`src/rtl/sr_pkg.sv`:
```
package sr_pkg;

  localparam int CTL_W = 4;

  typedef enum logic [CTL_W-1:0] {
    CTL_INVALID = 4'h0,
    CTL_HEADER  = 4'h1,
    CTL_CONFIG  = 4'h2,
    CTL_DATA    = 4'h3,
    CTL_TAIL    = 4'h4,
    CTL_IDLE    = 4'h5
  } ctl_e;

  typedef enum logic [2:0] {
    ST_REST,
    ST_ARMED,
    ST_PROGRAM,
    ST_BUSY,
    ST_PASS,
    ST_IDLE
  } state_e;

  typedef enum logic [1:0] {
    OS_INVALID,
    OS_IDLE,
    OS_FWD,
    OS_XFORM
  } outsel_e;

  typedef struct packed {
    logic    push;
    logic    pop;
    logic    cfgWrite;
    logic    cfgCommit;
    outsel_e outSel;
  } strobe_t;

  function automatic logic isWord(logic [CTL_W-1:0] c);
    return (c >= 4'h1) && (c <= 4'h4);
  endfunction

endpackage

```
`src/rtl/sr_fifo.sv`:
```
module sr_fifo #(
  parameter int W     = 20,
  parameter int DEPTH = 8
) (
  input  logic         clk,
  input  logic         rstN,
  input  logic         push,
  input  logic         pop,
  input  logic [W-1:0] wrWord,
  output logic [W-1:0] headWord,
  output logic         empty,
  output logic         full
);
  localparam int AW = (DEPTH > 1) ? $clog2(DEPTH) : 1;
  localparam int CW = $clog2(DEPTH + 1);

  logic [W-1:0]  mem [DEPTH];
  logic [AW-1:0] rdPtr, wrPtr;
  logic [CW-1:0] count;
  logic          doPush, doPop;

  function automatic logic [AW-1:0] bump(logic [AW-1:0] p);
    return (p == AW'(DEPTH - 1)) ? '0 : p + 1'b1;
  endfunction

  assign empty    = (count == '0);
  assign full     = (count == CW'(DEPTH));
  assign doPop    = pop && !empty;
  assign doPush   = push && (!full || doPop);
  assign headWord = mem[rdPtr];

  always_ff @(posedge clk) begin
    if (doPush) mem[wrPtr] <= wrWord;
  end

  always_ff @(posedge clk) begin
    if (!rstN) begin
      rdPtr <= '0;
      wrPtr <= '0;
      count <= '0;
    end else begin
      if (doPush) wrPtr <= bump(wrPtr);
      if (doPop)  rdPtr <= bump(rdPtr);
      case ({doPush, doPop})
        2'b10:   count <= count + 1'b1;
        2'b01:   count <= count - 1'b1;
        default: count <= count;
      endcase
    end
  end

  AST_POP_NONEMPTY: assert property (@(posedge clk) disable iff (!rstN)
    pop |-> !empty);
  AST_COUNT_BOUND: assert property (@(posedge clk) disable iff (!rstN)
    count <= CW'(DEPTH));

endmodule

```
`src/rtl/sr_datapath.sv`:
```
module sr_datapath
  import sr_pkg::*;
#(
  parameter int DATA_W     = 16,
  parameter int FIFO_DEPTH = 8
) (
  input  logic              clk,
  input  logic              rstN,
  input  logic [CTL_W-1:0]  inCtl,
  input  logic [DATA_W-1:0] inData,
  input  strobe_t           strobe,
  output logic [CTL_W-1:0]  curCtl,
  output logic [DATA_W-1:0] curData,
  output logic              fifoEmpty,
  output logic [CTL_W-1:0]  outCtl,
  output logic [DATA_W-1:0] outData,
  output logic              overflow
);
  localparam int WORD_W = CTL_W + DATA_W;
  localparam int SH_W   = $clog2(DATA_W);

  logic [WORD_W-1:0] headWord;
  logic              fifoFull;

  sr_fifo #(.W(WORD_W), .DEPTH(FIFO_DEPTH)) u_fifo (
    .clk      (clk),
    .rstN     (rstN),
    .push     (strobe.push),
    .pop      (strobe.pop),
    .wrWord   ({inCtl, inData}),
    .headWord (headWord),
    .empty    (fifoEmpty),
    .full     (fifoFull)
  );

  assign curCtl  = fifoEmpty ? inCtl  : headWord[WORD_W-1 -: CTL_W];
  assign curData = fifoEmpty ? inData : headWord[DATA_W-1:0];

  // Configuration: staged while programming, made active at the tail
  logic              stageOp, actOp;
  logic [DATA_W-2:0] stageArg, actArg;

  always_ff @(posedge clk) begin
    if (!rstN) begin
      stageOp  <= 1'b0;
      stageArg <= '0;
      actOp    <= 1'b0;
      actArg   <= '0;
    end else begin
      if (strobe.cfgWrite) begin
        stageOp  <= curData[DATA_W-1];
        stageArg <= curData[DATA_W-2:0];
      end
      if (strobe.cfgCommit) begin
        actOp  <= stageOp;
        actArg <= stageArg;
      end
    end
  end

  // Logarithmic left shifter, one stage per shift-amount bit
  logic [DATA_W-1:0] shStage [SH_W+1];
  assign shStage[0] = curData;
  for (genvar i = 0; i < SH_W; i++) begin : g_shift
    assign shStage[i+1] = actArg[i] ? (shStage[i] << (1 << i)) : shStage[i];
  end

  logic [DATA_W-1:0] addRes, xformRes;
  assign addRes   = curData + {1'b0, actArg};
  assign xformRes = actOp ? shStage[SH_W] : addRes;

  always_ff @(posedge clk) begin
    if (!rstN) begin
      outCtl  <= CTL_INVALID;
      outData <= '0;
    end else begin
      case (strobe.outSel)
        OS_IDLE: begin
          outCtl  <= CTL_IDLE;
          outData <= '0;
        end
        OS_FWD: begin
          outCtl  <= curCtl;
          outData <= curData;
        end
        OS_XFORM: begin
          outCtl  <= CTL_DATA;
          outData <= xformRes;
        end
        default: begin
          outCtl  <= CTL_INVALID;
          outData <= '0;
        end
      endcase
    end
  end

  always_ff @(posedge clk) begin
    if (!rstN) overflow <= 1'b0;
    else if (strobe.push && fifoFull && !strobe.pop) overflow <= 1'b1;
  end

  AST_OVF_STICKY: assert property (@(posedge clk) disable iff (!rstN)
    overflow |=> overflow);
  AST_OUT_CODE: assert property (@(posedge clk) disable iff (!rstN)
    outCtl <= 4'h5);

endmodule

```
`src/rtl/sr_control.sv`:
```
module sr_control
  import sr_pkg::*;
#(
  parameter int          ID_W          = 4,
  parameter logic [3:0]  MODULE_ID     = 4'h3,
  parameter int          RECONF_CYCLES = 10
) (
  input  logic             clk,
  input  logic             rstN,
  input  logic [CTL_W-1:0] inCtl,
  input  logic [CTL_W-1:0] curCtl,
  input  logic [ID_W-1:0]  curId,
  input  logic             fifoEmpty,
  output strobe_t          strobe,
  output state_e           stateQ
);
  localparam int CNT_W = $clog2(RECONF_CYCLES + 1);

  state_e           stateD;
  logic [CNT_W-1:0] cntQ, cntD;
  logic             stall, curValid;
  logic             isHdr, isCfg, isDat, isTail, ownId;

  assign stall    = (stateQ == ST_IDLE);
  assign curValid = !stall && isWord(curCtl);
  assign isHdr    = curValid && (curCtl == CTL_HEADER);
  assign isCfg    = curValid && (curCtl == CTL_CONFIG);
  assign isDat    = curValid && (curCtl == CTL_DATA);
  assign isTail   = curValid && (curCtl == CTL_TAIL);
  assign ownId    = (curId == ID_W'(MODULE_ID));

  always_comb begin
    stateD           = stateQ;
    cntD             = cntQ;
    strobe.push      = isWord(inCtl) && (stall || !fifoEmpty);
    strobe.pop       = !stall && !fifoEmpty;
    strobe.cfgWrite  = 1'b0;
    strobe.cfgCommit = 1'b0;
    strobe.outSel    = OS_INVALID;
    case (stateQ)
      ST_REST: begin
        if (isHdr) begin
          if (ownId) stateD = ST_ARMED;
          else begin
            stateD        = ST_PASS;
            strobe.outSel = OS_FWD;
          end
        end
      end
      ST_ARMED: begin
        if (isCfg) begin
          stateD          = ST_PROGRAM;
          strobe.cfgWrite = 1'b1;
        end else if (isDat) begin
          stateD        = ST_BUSY;
          strobe.outSel = OS_XFORM;
        end else if (curValid) begin
          stateD = ST_REST;
        end
      end
      ST_PROGRAM: begin
        if (isCfg) strobe.cfgWrite = 1'b1;
        else if (isTail) begin
          stateD           = ST_IDLE;
          strobe.cfgCommit = 1'b1;
          cntD             = CNT_W'(RECONF_CYCLES - 1);
        end
      end
      ST_BUSY: begin
        if (isDat) strobe.outSel = OS_XFORM;
        else if (isTail) stateD = ST_REST;
      end
      ST_PASS: begin
        if (curValid) strobe.outSel = OS_FWD;
        if (isTail) stateD = ST_REST;
      end
      ST_IDLE: begin
        strobe.outSel = OS_IDLE;
        if (cntQ == '0) stateD = ST_REST;
        else cntD = cntQ - 1'b1;
      end
      default: stateD = ST_REST;
    endcase
  end

  always_ff @(posedge clk) begin
    if (!rstN) begin
      stateQ <= ST_REST;
      cntQ   <= '0;
    end else begin
      stateQ <= stateD;
      cntQ   <= cntD;
    end
  end

  AST_IDLE_NO_POP: assert property (@(posedge clk) disable iff (!rstN)
    (stateQ == ST_IDLE) |-> !strobe.cfgWrite && (strobe.outSel == OS_IDLE));
  AST_IDLE_CNT: assert property (@(posedge clk) disable iff (!rstN)
    (stateQ == ST_IDLE) |-> (cntQ < CNT_W'(RECONF_CYCLES)));

endmodule

```
`src/rtl/sr_stage.sv`:
```
module sr_stage
  import sr_pkg::*;
#(
  parameter int         DATA_W        = 16,
  parameter int         ID_W          = 4,
  parameter logic [3:0] MODULE_ID     = 4'h3,
  parameter int         FIFO_DEPTH    = 8,
  parameter int         RECONF_CYCLES = 10
) (
  input  logic              clk,
  input  logic              rstN,
  input  logic [3:0]        inCtl,
  input  logic [DATA_W-1:0] inData,
  output logic [3:0]        outCtl,
  output logic [DATA_W-1:0] outData,
  output logic              overflow
);
  strobe_t           strobe;
  state_e            stateQ;
  logic [CTL_W-1:0]  curCtl;
  logic [DATA_W-1:0] curData;
  logic              fifoEmpty;

  sr_control #(
    .ID_W          (ID_W),
    .MODULE_ID     (MODULE_ID),
    .RECONF_CYCLES (RECONF_CYCLES)
  ) u_ctrl (
    .clk       (clk),
    .rstN      (rstN),
    .inCtl     (inCtl),
    .curCtl    (curCtl),
    .curId     (curData[ID_W-1:0]),
    .fifoEmpty (fifoEmpty),
    .strobe    (strobe),
    .stateQ    (stateQ)
  );

  sr_datapath #(
    .DATA_W     (DATA_W),
    .FIFO_DEPTH (FIFO_DEPTH)
  ) u_dp (
    .clk       (clk),
    .rstN      (rstN),
    .inCtl     (inCtl),
    .inData    (inData),
    .strobe    (strobe),
    .curCtl    (curCtl),
    .curData   (curData),
    .fifoEmpty (fifoEmpty),
    .outCtl    (outCtl),
    .outData   (outData),
    .overflow  (overflow)
  );

  AST_IDLE_OUT: assert property (@(posedge clk) disable iff (!rstN)
    (stateQ == ST_IDLE) |=> (outCtl == 4'h5) && (outData == '0));
  AST_PASS_CODE: assert property (@(posedge clk) disable iff (!rstN)
    (stateQ == ST_PASS) |=> (outCtl != 4'h5));

endmodule

```
`config.mk`:
```
export PLATFORM = sky130hd
export DESIGN_NAME = sr_stage
export DESIGN_NICKNAME = d
export VERILOG_FILES = /design/src/rtl/sr_pkg.sv /design/src/rtl/sr_fifo.sv /design/src/rtl/sr_datapath.sv /design/src/rtl/sr_control.sv /design/src/rtl/sr_stage.sv
export SDC_FILE = /design/constraint.sdc
export NUM_CORES = 1
export LEC_CHECK = 0
export BUFFER_PORTS_ARGS = -buffer_cell sky130_fd_sc_hd__buf_4
export CORE_AREA = 5 5 143 248
export CTS_CLUSTER_SIZE = 12
export DETAILED_ROUTE_END_ITERATION = 10
export DIE_AREA = 0 0 148 253
export MAX_ROUTING_LAYER = met4
export SYNTH_ARGS = -nofsm -noshare
export SYNTH_HDL_FRONTEND = slang
export SYNTH_SLANG_ARGS = --single-unit
```
`constraint.sdc`:
```
create_clock -name clk -period 4.9 [get_ports clk]
set_input_delay 0.245 -clock clk [delete_from_list [all_inputs] [get_ports clk]]
set_output_delay 0.245 -clock clk [all_outputs]
set_load 0.01 [all_outputs]
```
# Yosys cells after proc, flatten, opt, wreduce, memory -nomap -nowiden
# Memories as Yosys holds them, arrays and structs flattened. A register that Yosys moved wholly into a read port is not among the register bits.
# Cells that the tools add are included.
# Widths: inputs -> output; s select.
dict set report word_totals {
  ram_bits 160
  ff_bits 70
  elab_cells 117
  n_memories 1
}
dict set report op_classes {
  n_eq_ne 25
  order_cmp 4
  addsub 6
  muxes 42
  n_reduce_logical 27
}
# name depth width rd rd_ports_with_merged_regs write_ports line
set mem_list {}
lappend mem_list {u_dp.u_fifo.mem 8 20 1 1 1 sr_fifo.sv:17} ;# logic [W-1:0] mem [DEPTH];
# operator n
set op_table {}
lappend op_table {{$mux 16} 6}
lappend op_table {{$mux 3} 14}
lappend op_table {{$pmux 16 s2} 1}
lappend op_table {{$pmux 3 s6} 1}
lappend op_table {{$add 16x15->16} 1}
lappend op_table {{$mux 4} 4}
lappend op_table {{$pmux 4 s2} 2}
lappend op_table {{$logic_and 1x1->1} 13}
lappend op_table {{$eq 3x3->1 const B} 4}
lappend op_table {{$eq 4x2->1 const B} 3}
lappend op_table {{$pmux 4 s3} 1}
lappend op_table {{$mux 2} 5}
lappend op_table {{$pmux 2 s5} 1}
lappend op_table {{$ge 4x1->1 const B} 2}
lappend op_table {{$le 4x3->1 const B} 2}
lappend op_table {{$logic_not 4->1} 2}
lappend op_table {{$ne 2x2->1 const B} 4}
lappend op_table {{$sub 4x1->4 const B} 2}
lappend op_table {{$mux 1} 7}
lappend op_table {{$add 3x1->3 const B} 2}
lappend op_table {{$eq 2x2->1 const B} 3}
lappend op_table {{$eq 3x2->1 const B} 2}
lappend op_table {{$reduce_and 6->1} 1}
lappend op_table {{$add 4x1->4 const B} 1}
lappend op_table {{13 further kinds} 20}

# Logic depth before layout (Yosys ltp)
dict set report logic_depth {
  word_depth 11
  mapped_depth 15
}

# Hierarchy
# Synthesis repeated with hierarchy kept, for this count alone.
dict set report hier_totals {
  cells_unflattened 805
  area_unflattened_um2 11030.6
}
# module n_inst area_each_um2 cells_each
set modules_own_cells {}
lappend modules_own_cells {sr_fifo 1 6759.0 315}
lappend modules_own_cells {sr_datapath 1 3709.8 415}
lappend modules_own_cells {sr_control 1 561.8 75}

# Least setup slack after synthesis
# OpenSTA, ideal clock, no wires.
dict set report synth_timing {
  kind {register -> register}
  from {reg (tool-made name)}
  to {reg u_dp.outData[14]}
  required_time_ns 4.807
  stages_incl_launch_ff 15
  path_slack_ns 1.155
  t_arrival_ns 3.652
  setup_ns 0.093
  period_less_slack_ns 3.745
  path_cell_list {dfxtp_1 > buf_6 > buf_6 > mux2_2 > mux4_2 > mux2i_1 > inv_1 > fa_1 > a21oi_1 > o21ai_0 > a41o_1 > o211ai_1 > a21oi_1 > mux2_2 > o32ai_1}
}
# element line
set synth_lines {}
lappend synth_lines {{end signal, assigned} sr_datapath.sv:84} ;# outData <= curData;
lappend synth_lines {{end signal, assigned} sr_datapath.sv:88} ;# outData <= xformRes;
lappend synth_lines {{end, declared} sr_datapath.sv:16} ;# output logic [DATA_W-1:0] outData,

==> reports/summary.json <==
{
  "logic_synthesis": {
    "postSynthCellCount": 812,
    "yosysTopAreaCell": "edfxtp_1",
    "postSynth.topFlopCell": "edfxtp_1",
    "synth.area.top_cells": "edfxtp_1 43%, dfxtp_1 13%, mux4_2 7.1%",
    "syn-num-nets": 860,
    "yosysTopAreaCellShare_pct": 43.2,
    "synth.yosys.warnings": 0,
    "fraction_of_registers_with_async_set_or_reset_after_synthesis_pct": 0,
    "edff_count_synth": 160,
    "synth_cell_type_count": 72,
    "synth.ff_latch_count": 233,
    "postSynthAreaPerCell_um2": 13.7,
    "yosysSeqAreaShare_pct": 56.4,
    "synthesis.area_um2": 11100
  },
  "drt": {
    "detail_route.first_pass.iterations": 5,
    "routed_wire_length_per_instance_um": 21.3,
    "avgViaCountPerCell": 5.44,
    "drc": 0,
    "drt_first_iter_violations": 502,
    "route.vias.total": 7130,
    "finalWirelength_mm": 28.0,
    "route.antenna.remaining_nets": 0
  },
  "global_routing": {
    "grt_start_max_net_pins": 51,
    "first_global_vias": 7402,
    "grt_first_pass_wirelength_mm": 43.3,
    "total_grt_usage_pct": 15.3,
    "antenna_violations_before_repair": 0,
    "globalRoute.totalOverflow": 0
  },
  "power": {
    "power_density_of_the_placed_cells_nw_per_um2": 504,
    "vdd.ir_drop.worst_mv": 0.235,
    "lkg_pwr_nw": 4.49
  },
  "timing": {
    "tightestPinTransition_ns": 0.920,
    "timing.setup.tns_ns": 0,
    "final_worst_setup_slack_ns": 0.371,
    "rsz_0062_raised_after_global_routing": "no",
    "slew_headroom_pct": 37.9,
    "final.setup_skew_ns": 0.0180,
    "finalHoldViolCount": 0,
    "clock.fmax_ghz": 0.221,
    "setup_viol_count_final": 0,
    "finalCriticalPeriod_ns": 4.53,
    "report.final.slew_viol_count": 0,
    "finalCritPeriodShare_pct": 92.4
  },
  "setup_path": {
    "timing.setup.critical_path_class": "flop to flop",
    "critPathMaxFanout": 38,
    "reg2reg_slack_ns": 0.37,
    "setup.worst_path.start_class": "flop",
    "setup.worst_path.end_class": "flop",
    "critPathRequiredTime_ns": 5.30,
    "critPathArrivalTime_ns": 4.93
  },
  "job": {
    "drv_cap": 0
  },
  "placement": {
    "placed_cell_areas_um2": 12000,
    "port-buffer-count": 42,
    "detailed_place_hpwl_mm": 19.8,
    "finalWeightedCongestion": 0.975,
    "preCtsSetupSlack_ns": 0.247
  },
  "cts": {
    "inserted_clock_buffers": 24,
    "clock_tree.htree_level_count": 1,
    "cts.path.max_buffers": 3,
    "clk_transition_reported_paths_ns": 0.07,
    "cts_sinks": 233,
    "post_cts_setup_bufs": 0,
    "cts_root_buf": "clkbuf_16",
    "clock_tree_from_tritoncts": "built",
    "clk_latency_ns": 0.53
  },
  "die": {
    "dieArea_um2": 37400,
    "ios": 43,
    "floorplan.die.width_um": 148,
    "rows": 89,
    "chip_height_um": 253,
    "floorplan.core_area_um2": 33300,
    "start_util_pct": 33.4
  },
  "layout": {
    "ff_latch_area_um2": 6270,
    "layout_cell_share_with_drive_strength_beyond_1_pct": 20.3,
    "design_area_um2": 12900,
    "nNetsFinal": 932,
    "multi_input_comb_area_um2": 4540,
    "antenna_cells": 0,
    "area_growth_pct": 16.1,
    "nFillCells": 3057
  },
  "outcome": {
    "outcome": "finished clean"
  },
  "worst_hold_path": {
    "timing.hold.worst.class": "input pin to flop"
  }
}
## where the power goes
part,internal (mW),switching [mW]
registers,2.22,0.0866
logic,1.08,1.41
clock network,0.992,0.720
total,4.29,2.22
## path summary, 6_finish.rpt
kind                            depth (start not counted)               end              start
worst min register to register                          2   u_dp.actArg[11]  u_dp.stageArg[11]
worst max-delay path                                   13  u_dp.outData[15]               flop
worst max register to register                         13  u_dp.outData[15]               flop
worst min-delay path                                    2  u_ctrl.stateQ[2]               rstN
## cell usage after synthesis (all sizes together) (6+ instances only)
| master | n |
|---|---|
| a21o | 6 |
| nor2b | 12 |
| buf | 22 |
| o22ai | 7 |
| a211oi | 8 |
| xnor2 | 10 |
| edfxtp | 160 |
| dfxtp | 73 |
| a21oi | 28 |
| o21ai | 26 |
| nor4 | 6 |
| nand3 | 9 |
| o211ai | 11 |
| inv | 32 |
| o21a | 6 |
| nor3 | 14 |
| clkbuf | 20 |
| mux2 | 24 |
| ha | 24 |
| mux2i | 48 |
| or3 | 7 |
| nor2 | 49 |
| nand2 | 60 |
| a21boi | 22 |
| mux4 | 55 |
| and3 | 7 |
## cell families after synthesis
kind of cell             Yosys count  share of synthesized area [%]
XOR/XNOR                          13                           1.02
other                              1                         0.0338
flip-flops                       233                           56.4
buffers and inverters             75                           3.22
AND/OR/NAND/NOR                  190                           8.41
adder cells (fa/ha/maj)           26                           3.06
multiplexers                     127                           18.9
AO/OA/AOI/OAI                    147                           8.98
## cell type report
class	count	share of cell area, %
Clock buffer	41	5.57
Timing Repair Buffer	88	5.61
Sequential cell	233	48.6
Inverter	33	0.960
Tap cell	409	3.97
Multi-Input combinational cell	504	35.2
Clock inverter	3	0.116
## metrics by stage
step / util [%] / power (mW) / hold slack, ns / std cells
5_1_grt: 38.7 / 6.83 / 0.237 / 1311
4_1_cts: 38.7 / 6.56 / 0.202 / 1311
3_3_place_gp: 35.9 / 4.81 / 0.434 / 1247
6_report: 38.7 / 6.51 / 0.219 / 1311
3_5_place_dp: 35.9 / 4.82 / 0.442 / 1247
2_1_floorplan: - / 4.09 / 0.344 / 812
## sequential cells by signal (all words and copies together), names as in the netlist, named ones only
name and count:
u_dp.actArg 15, u_dp.u_fifo.count 4, u_dp.outCtl 4, u_dp.stageOp 1, u_dp.u_fifo.rdPtr 3, u_ctrl.stateQ 3
u_dp.u_fifo.wrPtr 3, u_dp.overflow 1, u_dp.u_fifo.mem 160, u_dp.actOp 1, u_ctrl.cntQ 4, u_dp.outData 16
u_dp.stageArg 15
## timing repair
action / 4_1_cts / 5_1_grt
endpoints found under the setup margin: 0 / 1
hold endpoints to repair: 160 / 0
hold buffers: 20 / 0
resized for setup: 0 / 1
## routing by layer
layer | vias up | GRT usage (%) | wire [um]
li1 | 3284 | - | -
met4 | 0 | 6.42 | 1080
met1 | 3627 | 15.3 | 10200
met3 | 57 | 1.72 | 868
met2 | 162 | 29.6 | 15800
met5 | - | - | 0
## placed cells by master, fill, tap and decap left out, types with 4 or more instances in the layout
cell and n:
edfxtp_1 160, dfxtp_1 72, buf_4 67, nand2_1 60, nor2_1 47, mux2i_1 42
mux4_2 35, inv_1 29, a21oi_1 28, o21ai_0 25, clkbuf_16 25, ha_1 24
mux4_1 20, dlygate4sd3_1 20, mux2_2 19, nor2b_1 12, a21boi_1 12, nor3_1 11
o211ai_1 11, clkbuf_1 11, a21boi_0 10, xnor2_1 10, nand3_1 9, a211oi_1 8
or3_1 7, and3_1 7, o22ai_1 7, o21a_1 6, a21o_1 6, mux2_1 5
mux2i_2 5, nand2b_1 5, o32ai_1 5, or4_1 4, nor3b_2 4
## critical path, stage by stage (launching register included)
cell      delay (ns)
dfxtp_2         0.52
buf_12          0.31
mux4_1          0.60
mux2_2          0.29
mux2i_1         0.36
inv_1           0.19
ha_1            0.26
or2_2           0.29
or3_1           0.37
o211ai_1        0.29
nand3_1         0.18
a311oi_2        0.44
o21a_1          0.19
o211ai_1        0.07
Note: power is estimated with default switching activity, not from simulation.
